### src/rtl/grp_fall_irq_pkg.sv
package grp_fall_irq_pkg;
   localparam int unsigned GRP_N = 3;
   localparam int unsigned IDX_W = $clog2(GRP_N);

   typedef enum logic [IDX_W-1:0] {
      GRP_KEY_HI = 2'd0,
      GRP_KEY_LO = 2'd1,
      GRP_WAKE   = 2'd2
   } grp_id_e;
endpackage

### src/rtl/grp_fall_sync.sv
// Multi-stage synchronizer followed by a falling-edge compare of the
// last synchronized sample against one extra delayed sample.
module grp_fall_sync #(
   parameter int unsigned W      = 8,
   parameter int unsigned STAGES = 2
)(
   input  logic         clk_i,
   input  logic         rst_ni,
   input  logic [W-1:0] pin_i,
   output logic [W-1:0] fall_o
);
   localparam int unsigned LAST = STAGES;

   // stage 0..STAGES-1 synchronize, stage STAGES holds the previous sample
   logic [LAST:0][W-1:0] stg_q;

   always_ff @(posedge clk_i or negedge rst_ni) begin
      if (!rst_ni) begin
         stg_q <= '1;
      end else begin
         stg_q[0] <= pin_i;
         for (int s = 1; s <= int'(LAST); s++) begin
            stg_q[s] <= stg_q[s-1];
         end
      end
   end

   assign fall_o = stg_q[LAST] & ~stg_q[LAST-1];
endmodule

### src/rtl/grp_fall_merge.sv
// Folds per-pin edge strobes into per-group set strobes after masking.
module grp_fall_merge
   import grp_fall_irq_pkg::*;
#(
   parameter int unsigned KEY_W    = 10,
   parameter int unsigned KEY_HI_W = 2,
   parameter int unsigned WAKE_W   = 8
)(
   input  logic [KEY_W-1:0]  key_fall_i,
   input  logic [KEY_W-1:0]  key_mask_i,
   input  logic [WAKE_W-1:0] wake_fall_i,
   input  logic [WAKE_W-1:0] wake_mask_i,
   output logic [GRP_N-1:0]  grp_set_o
);
   localparam int unsigned KEY_LO_W = KEY_W - KEY_HI_W;

   logic [KEY_W-1:0]  key_live;
   logic [WAKE_W-1:0] wake_live;

   assign key_live  = key_fall_i  & ~key_mask_i;
   assign wake_live = wake_fall_i & ~wake_mask_i;

   always_comb begin
      grp_set_o             = '0;
      grp_set_o[GRP_KEY_HI] = |key_live[KEY_W-1:KEY_LO_W];
      grp_set_o[GRP_KEY_LO] = |key_live[KEY_LO_W-1:0];
      grp_set_o[GRP_WAKE]   = |wake_live;
   end
endmodule

### src/rtl/grp_fall_pend.sv
// Sticky per-group pending flags; a set in the same cycle as an
// acknowledge wins.
module grp_fall_pend #(
   parameter int unsigned N = 3
)(
   input  logic         clk_i,
   input  logic         rst_ni,
   input  logic [N-1:0] set_i,
   input  logic [N-1:0] ack_i,
   output logic [N-1:0] pend_o
);
   logic [N-1:0] pend_q;

   for (genvar g = 0; g < int'(N); g++) begin : g_flag
      always_ff @(posedge clk_i or negedge rst_ni) begin
         if (!rst_ni) begin
            pend_q[g] <= 1'b0;
         end else if (set_i[g]) begin
            pend_q[g] <= 1'b1;
         end else if (ack_i[g]) begin
            pend_q[g] <= 1'b0;
         end
      end
   end

   assign pend_o = pend_q;
endmodule

### src/rtl/grp_fall_irq.sv
module grp_fall_irq
   import grp_fall_irq_pkg::*;
#(
   parameter int unsigned KEY_W       = 10,
   parameter int unsigned KEY_HI_W    = 2,
   parameter int unsigned WAKE_W      = 8,
   parameter int unsigned SYNC_STAGES = 2
)(
   input  logic              clk_i,
   input  logic              rst_ni,
   input  logic [KEY_W-1:0]  key_pins_i,
   input  logic [KEY_W-1:0]  key_mask_i,
   input  logic [WAKE_W-1:0] wake_pins_i,
   input  logic [WAKE_W-1:0] wake_mask_i,
   input  logic              irq_block_i,
   input  logic [GRP_N-1:0]  grp_ack_i,
   output logic [GRP_N-1:0]  grp_req_o,
   output logic              req_any_o,
   output logic [IDX_W-1:0]  req_idx_o
);
   // elaboration-time parameter checks
   initial begin
      if (KEY_HI_W == 0 || KEY_HI_W >= KEY_W)
         $fatal(1, "grp_fall_irq: KEY_HI_W must be in 1..KEY_W-1");
      if (WAKE_W == 0)
         $fatal(1, "grp_fall_irq: WAKE_W must be nonzero");
      if (SYNC_STAGES < 2)
         $fatal(1, "grp_fall_irq: SYNC_STAGES must be at least 2");
   end

   logic [KEY_W-1:0]  key_fall_w;
   logic [WAKE_W-1:0] wake_fall_w;
   logic [GRP_N-1:0]  set_w;
   logic [GRP_N-1:0]  pend_q;

   grp_fall_sync #(.W(KEY_W), .STAGES(SYNC_STAGES)) key_sync_i (
      .clk_i  (clk_i),
      .rst_ni (rst_ni),
      .pin_i  (key_pins_i),
      .fall_o (key_fall_w)
   );

   grp_fall_sync #(.W(WAKE_W), .STAGES(SYNC_STAGES)) wake_sync_i (
      .clk_i  (clk_i),
      .rst_ni (rst_ni),
      .pin_i  (wake_pins_i),
      .fall_o (wake_fall_w)
   );

   grp_fall_merge #(.KEY_W(KEY_W), .KEY_HI_W(KEY_HI_W), .WAKE_W(WAKE_W)) merge_i (
      .key_fall_i  (key_fall_w),
      .key_mask_i  (key_mask_i),
      .wake_fall_i (wake_fall_w),
      .wake_mask_i (wake_mask_i),
      .grp_set_o   (set_w)
   );

   grp_fall_pend #(.N(GRP_N)) pend_i (
      .clk_i  (clk_i),
      .rst_ni (rst_ni),
      .set_i  (set_w),
      .ack_i  (grp_ack_i),
      .pend_o (pend_q)
   );

   assign grp_req_o = irq_block_i ? '0 : pend_q;
   assign req_any_o = |grp_req_o;

   always_comb begin
      req_idx_o = '0;
      for (int i = int'(GRP_N) - 1; i >= 0; i--) begin
         if (grp_req_o[i]) req_idx_o = IDX_W'(i);
      end
   end
endmodule

### config.mk
export PLATFORM = sky130hd
export DESIGN_NAME = grp_fall_irq
export DESIGN_NICKNAME = d
export VERILOG_FILES = /design/src/rtl/grp_fall_irq_pkg.sv /design/src/rtl/grp_fall_sync.sv /design/src/rtl/grp_fall_merge.sv /design/src/rtl/grp_fall_pend.sv /design/src/rtl/grp_fall_irq.sv
export SDC_FILE = /design/constraint.sdc
export NUM_CORES = 1
export LEC_CHECK = 0
export BUFFER_PORTS_ARGS = -buffer_cell sky130_fd_sc_hd__buf_2
export CAP_MARGIN = 5
export CORE_ASPECT_RATIO = 0.8
export CORE_MARGIN = 8
export CORE_UTILIZATION = 31
export DETAILED_ROUTE_END_ITERATION = 12
export PLACE_DENSITY_LB_ADDON = 0.08
export SKIP_CTS_REPAIR_TIMING = 1
export SLEW_MARGIN = 20
export SYNTH_ARGS = -nofsm -noshare
export SYNTH_HDL_FRONTEND = slang
export SYNTH_SLANG_ARGS = --single-unit
### constraint.sdc
create_clock -name clk_i -period 2.9 [get_ports clk_i]
set_clock_uncertainty 0.15 [all_clocks]
set_input_delay 0.29 -clock clk_i [delete_from_list [all_inputs] [get_ports clk_i]]
set_output_delay 0.29 -clock clk_i [all_outputs]
set_load 0.01 [all_outputs]
### Yosys cells after proc, flatten, opt, wreduce, memory -nomap -nowiden

Index checks and enable logic that the tools add are counted.

* output and inout port bits: 6
* memories kept: 0
* bits in writable memories: 0
* register bits after elaboration: 57
* ROM bits: 0
* input bits: 42
* word-level logic and storage cells: 34
* bits in latches: 0

* add/sub/neg operators: 0
* bitwise gates (word level): 8
* shift operators: 0
* divide/modulo/power cells: 0
* muxes and demuxes: 10
* order comparisons: 0
* eq/ne operators: 0
* $mul: 0
* reductions and logical operators: 7

Operator list (count)
* AND 10 bit: 2
* NOT 10 bit: 2
* AND 8 bit: 2
* NOT 8 bit: 2
* OR reduction 8 bit: 2
* two-way mux 1 bit: 6
* two-way mux 2 bit: 3
* nonzero test 2 bit: 3
* two-way mux 3 bit: 1
* OR reduction 3 bit: 1
* OR reduction 2 bit: 1

### Depth between registers and ports, before layout

Gate-level depths: netlist of run 1.

* depth in word-level cells: 5
* mapped depth: 3
* gate-level depth less buffers: 3

### Hierarchy

A second synthesis of run 1 with hierarchy kept.

* cells, all modules: 117
* area, all modules: 1971.9 um2

By module, submodules not included
* grp_fall_sync at key_sync_i: cells an instance 40, seq. area each 788.3 um2, instances 1, area an instance 925.9 um2
* grp_fall_sync at wake_sync_i: cells an instance 32, seq. area each 630.6 um2, instances 1, area an instance 740.7 um2
* grp_fall_merge: cells an instance 29, seq. area each 0.0 um2, instances 1, area an instance 138.9 um2
* grp_fall_pend: cells an instance 9, seq. area each 75.1 um2, instances 1, area an instance 108.9 um2
* grp_fall_irq: cells an instance 7, seq. area each 0.0 um2, instances 1, area an instance 57.6 um2

### Least setup slack after synthesis of run 1

OpenSTA, ideal clock, no wires.

* kind: reg-to-output
* start: reg pend_i.pend_q[0], in the netlist pend_i.pend_o[0]
* end: out req_any_o
* path buffers: 0
* cell stages (with the launch flop): 3
* required time: 2.460 ns
* slack: 1.528 ns
* data arrival time: 0.932 ns
* path through: dfrtp_1 nor2b_1 or3_1

* longest elaborated chain between the ends: 2

RTL lines
* start: declaration: line grp_fall_pend.sv:12 `logic [N-1:0] pend_q;`
* start signal: indexed assignment: line grp_fall_pend.sv:17 `pend_q[g] <= 1'b0;`
* start signal: indexed assignment: line grp_fall_pend.sv:19 `pend_q[g] <= 1'b1;`
* start signal: indexed assignment: line grp_fall_pend.sv:21 `pend_q[g] <= 1'b0;`
* two-way mux 3 bit: line grp_fall_irq.sv:66 `assign grp_req_o = irq_block_i ? '0 : pend_q;`
* net grp_req_o[0]: line grp_fall_irq.sv:17 `output logic [GRP_N-1:0] grp_req_o,`
* OR reduction 3 bit: line grp_fall_irq.sv:67 `assign req_any_o = |grp_req_o;`
* end: declaration: line grp_fall_irq.sv:18 `output logic req_any_o,`

The timed path passes the listed nets, and every way through them passes these cells.

### Worst setup path after layout of run 1

* start: reg pend_i.pend_q[0], in the netlist pend_i.pend_o[0]
* end: out req_any_o

* longest elaborated chain between the ends: 2

RTL lines (line)
* two-way mux 3 bit: grp_fall_irq.sv:66
* OR reduction 3 bit: grp_fall_irq.sv:67

No other way between the ends.

==> results of run 1 <==
worst max-delay path by stage:
stage                                            start   endpoint  slack [ns]  cells past startpoint
final                     pend_i.pend_o[0]$_DFFE_PN0P_  req_any_o        1.11                      3
after global routing      pend_i.pend_o[0]$_DFFE_PN0P_  req_any_o        1.05                      3
after CTS                 pend_i.pend_o[0]$_DFFE_PN0P_  req_any_o        1.09                      3
after detailed placement  pend_i.pend_o[0]$_DFFE_PN0P_  req_any_o        1.46                      3
after global placement    pend_i.pend_o[0]$_DFFE_PN0P_  req_any_o        1.48                      3
after floorplan           pend_i.pend_o[0]$_DFFE_PN0P_  req_any_o        1.53                      2
stage by stage:
stage | area (µm²) | cells | hold WS (ns)
3_3_place_gp | 2040 | 206 | 0.195
4_1_cts | 2220 | 222 | -0.128
3_5_place_dp | 2040 | 206 | 0.197
6_report | 2410 | 241 | 0.120
2_1_floorplan | 1720 | 93 | -0.156
5_1_grt | 2410 | 241 | 0.102
cells in the mapped netlist:
master | count | share of area (%)
dfstp_2 | 54 | 83
nor3b_1 | 12 | 5.2
nor2_1 | 7 | 1.5
nor2b_1 | 6 | 2.2
dfrtp_1 | 3 | 4.4
a21oi_1 | 2 | 0.58
a221oi_1 | 2 | 1.0
nand3_1 | 2 | 0.58
nor4_1 | 2 | 0.73
a221o_1 | 1 | 0.58
inv_1 | 1 | 0.22
or3_1 | 1 | 0.36
cell type report:
| type | count | area, µm² |
|---|---|---|
| fillers | 504 | 3000 |
| inverters | 1 | 3.75 |
| clock buffers | 13 | 159 |
| clock inverters | 3 | 15.0 |
| multi-input cells | 35 | 220 |
| repair buffers | 67 | 433 |
| flip-flops and latches | 57 | 1490 |
| well taps | 65 | 81.3 |
cell usage in the layout (no fill, tap or decap):
| cell type | count |
|---|---|
| buf_2 | 47 |
| nor4_1 | 2 |
| a21oi_1 | 2 |
| dfrtp_1 | 3 |
| clkbuf_1 | 2 |
| or3_1 | 1 |
| nor3b_1 | 12 |
| buf_4 | 1 |
| dlygate4sd3_1 | 19 |
| clkinv_2 | 3 |
| a221o_1 | 1 |
| dfstp_2 | 54 |
| inv_1 | 1 |
| a221oi_1 | 2 |
| clkbuf_8 | 11 |
| nand3_1 | 2 |
| nor2b_1 | 6 |
| nor2_1 | 7 |
where the power goes:
group / leakage, nW / total [mW] / switching [mW] / internal [mW]
combinational: 0.338 / 0.102 / 0.0439 / 0.0579
clock: 0.0932 / 0.631 / 0.279 / 0.352
sequential: 0.600 / 0.884 / 0.0153 / 0.869
per-layer routing:
metal  global-route usage, %  part of all wire, %  up-vias
met4                    4.97                  1.9        0
met5                       0                    0        -
met1                    8.30                   40      468
li1                        -                    -      469
met2                    11.4                   47       38
met3                    6.62                   11        7
kinds of logic after synthesis:
kind of cell	after synthesis	share of synthesized area, %
flip-flops	57	87.0
buffers and inverters	1	0.218
AO/OA/AOI/OAI	5	2.19
AND/OR/NAND/NOR	30	10.6
registers in the layout, indices dropped and copies added (netlist names):
signal and cells:
pend_i.pend_o 3, wake_sync_i.stg_q 24, key_sync_i.stg_q 30
worst min-delay path: cells and delay by family:
| kind | cells | cell delay [ns] |
|---|---|---|
| buffers and inverters | 2 | 0.14 |
| AOI/OAI and AO/OA | 1 | 0.13 |
==> metrics.txt, run 1 <==
routed via count 982; Critical R2R Launch key_sync_i.stg_q[17]$_DFF_PN1_; Ports 48; Hold Path Depth 3; H-tree depth 3; clock tree buffer depth 2; CP Max Fanout 3; Final #Nets 213; TritonRoute pass-1 iters 4; Core Rows 24; number of inserted diodes 0; type of origin of the critical path flip-flop; gr usage total 8.13%; post-layout min period ~1.8 ns; Setup crit end kind primary output; largest net degree at the start of global routing 35; total gr overflow 0; Worst Path Arrival ~1.4 ns; syn nets ~140; initial antenna violation count 0; worst setup path class reg2out; Finished Core Util 44.5%; Yosys warning total 0; drt total wl ~3 mm; number of global-route vias before repair 1028; Pwr Total 1.62 mW; Area Growth Syn to Fin 40.1%; CP max stage delay roughly 0.39 ns; final hold viol count 0; clk root buf clkbuf_8; post-route setup slack approximately 1.1 ns; synth unique cells 12; final setup violation count 0; RR Endpoint pend_i.pend_o[1]$_DFFE_PN0P_; CTS tree built; die height a little over 80 µm; crit path buf inv count 1; Die Area 8190 µm²; DRT antenna net count 0; pre-CTS setup slack 1.46 ns; CTS Buf Count 9; end of the worst hold path pend_i.pend_o[0]$_DFFE_PN0P_; part of the cycle the worst path needs between 60 and 70%; drt via density between 4 and 5; RSZ-0062 raised after global routing no; number of I/O port buffers 47; max_slew headroom a little over half; iteration-0 DRC count of the detailed router 11; status completed; Gate Count Post-Synth 93; WL/cell ~13 µm; first-pass GRT wire length 4.73 mm; r2r worst-path depth 3; register area share after synthesis just under 90%; synthesized area ~1700 µm²; Static Leak slightly above 1 nW; Worst-Margin Slew 0.694 ns; average size of a mapped cell between 15 and 20 µm²; Initial Util a little under a third; share of layout cells above drive strength 1 about two thirds; worst skew pair latency roughly 0.33 ns; Core ar. about 5400 µm²; Pwr per Cell Area 672 nW/µm²; Worst-path clk slew about 0.06 ns; HP Class in2reg; maximum clock frequency around 0.56 GHz; maximum vdd drop 0.000319 V; Critical Path RT between 2 and 2.5 ns; max-slew violations 0; CP max-delay cell dfrtp_1; clock sinks 57; setup_tns 0 ns; Hold Crit Start grp_ack_i[0]; drc violations 0; cells along the critical path nor2b_1 > or3_1 > buf_2; die extent in x around 99 µm; HPWL after DPL approximately 2.1 mm; worst reg2reg setup slack between 1.5 and 2 ns; GPL Wtd Cong 0.680; max-capacitance violation count 0; post-synthesis register bit count 57; Crit path max-delay family simple AND/OR/NAND/NOR gates
(Power assumes the default switching activity.)
==> run 2, diff against run 1 <==
clock period = 1.6 ns   (was 2.9 ns; I/O delays follow)
==> metrics.txt, run 2 (same netlist as run 1, synthesis figures left out) <==
status complete, but fails checks; failing checks negative setup slack; largest net degree at the start of global routing 58; share of layout cells above drive strength 1 between 60 and 70%; Die Area just over 8000 µm²; Placed Cells around 210; final setup violation count 1; Setup crit end kind primary output; drt total wl 3.09 mm; Initial Util approximately a third; Worst-path clk slew 0.06 ns; Final #Nets 216; TritonRoute pass-1 iters 2; max_slew headroom around 71%; area of the multi-input gates 240 µm²; RSZ-0062 raised after global routing yes; total gr overflow 0; worst setup path class reg2out; die height between 80 and 90 µm; clock sinks 57; Worst-Margin Slew ~0.43 ns; die extent in x just under 100 µm; pre-CTS setup slack roughly 0.20 ns; CP Max Fanout 3; post-layout min period 1.64 ns; routed via count 974; gr usage total under 10%; iteration-0 DRC count of the detailed router 20; clk root buf clkbuf_8; first-pass GRT wire length roughly 4.9 mm; Area Growth Syn to Fin 48.3%; maximum clock frequency 0.611 GHz; max-slew violations 0; Reg area around 1500 µm²; drc violations 0; max-capacitance violation count 0; H-tree depth 3; setup_tns -0.0355 ns; Core Rows 24; clock tree buffer depth 2; Critical Path RT 1.29 ns; Pwr per Cell Area about 1400 nW/µm²; Worst Path Arrival 1.33 ns; Largest Register key_sync_i.stg_q; maximum vdd drop between 0.0007 and 0.0008 V; Ports 48; non-filler cells, final between 200 and 250; GPL Wtd Cong around 0.66; number of inserted diodes 0; max FFs per register 30; WHS between 0.03 and 0.04 ns; Static Leak approximately 1.1 nW; part of the cycle the worst path needs 102%; number of global-route vias before repair approximately 1.1k; fillcell total between 400 and 500; worst skew pair latency about 0.32 ns; commonest non-fill, non-tap cell in the layout dfstp_2; WL/cell 12.7 µm; drt via density between 3 and 4; DRT antenna net count 0; final hold viol count 0; initial antenna violation count 0; CTS Buf Count 9; Core ar. roughly 5400 µm²; HP Class in2reg; CTS tree built; commonest non-fill, non-tap cells in the layout 54 x dfstp_2, 47 x buf_2, 20 x dlygate4sd3_1, 11 x nor3b_1, 9 x clkbuf_8; number of I/O port buffers 47; type of origin of the critical path flip-flop; HPWL after DPL between 2 and 2.5 mm; post-route setup slack -0.0355 ns
-- run 2: cell count changes in the layout (fill, tap and decap cells not counted), sizes merged --
| cell | change |
|---|---|
| buf | +2 |
| dlygate4sd3 | +1 |
| clkinv | -1 |
| clkbuf | -3 |
| bufinv | +4 |
-- run 2: through the flow --
| stage | power, mW | instance area (µm²) | util (%) |
|---|---|---|---|
| 2_1_floorplan | 1.67 | 1720 | - |
| 3_3_place_gp | 1.78 | 2050 | 38.0 |
| 3_5_place_dp | 1.78 | 2050 | 38.0 |
| 4_1_cts | 3.54 | 2310 | 42.8 |
| 5_1_grt | 3.70 | 2550 | 47.1 |
| 6_report | 3.53 | 2550 | 47.1 |
-- run 2: worst paths after layout --
kind,cells after the start,start,to,slack (ns)
worst max-delay path,3,pend_i.pend_o[0]$_DFFE_PN0P_,req_any_o,-0.04
worst min register to register,0,key_sync_i.stg_q[4]$_DFF_PN1_,key_sync_i.stg_q[14]$_DFF_PN1_,0.20
worst min-delay path,4,wake_mask_i[2],pend_i.pend_o[2]$_DFFE_PN0P_,0.03
min in group asynchronous,3,rst_ni,pend_i.pend_o[0]$_DFFE_PN0P_,0.23
max in group asynchronous,3,rst_ni,key_sync_i.stg_q[3]$_DFF_PN1_,0.79
worst max register to register,3,key_sync_i.stg_q[17]$_DFF_PN1_,pend_i.pend_o[1]$_DFFE_PN0P_,0.20
-- run 2: final cells by class --
cell class                      count  share of cell area, %
Clock buffer                       10                   5.01
Sequential cell                    57                   58.6
Clock inverter                      6                   5.11
Multi-Input combinational cell     35                   9.43
Timing Repair Buffer               70                   18.5
Tap cell                           65                   3.19
Inverter                            1                  0.147
-- run 2: where the power goes --
part,internal (mW),switching (mW)
Clock,1.19,0.529
Sequential,1.57,0.0285
Combinational,0.122,0.0849
Total,2.88,0.643
-- run 2: per-layer routing --
| metal | global-route usage [%] | up-vias | routed length (µm) |
|---|---|---|---|
| li1 | - | 476 | - |
| met1 | 8.16 | 460 | 1310 |
| met2 | 12.2 | 33 | 1430 |
| met3 | 6.11 | 5 | 299 |
| met4 | 4.97 | 0 | 59 |
| met5 | 0 | - | 0 |
-- run 2: critical path, stage by stage, from the launching register on --
cell and delay, ns:
dfrtp_1 0.39, nor2b_4 0.14, or3_1 0.33, buf_2 0.14
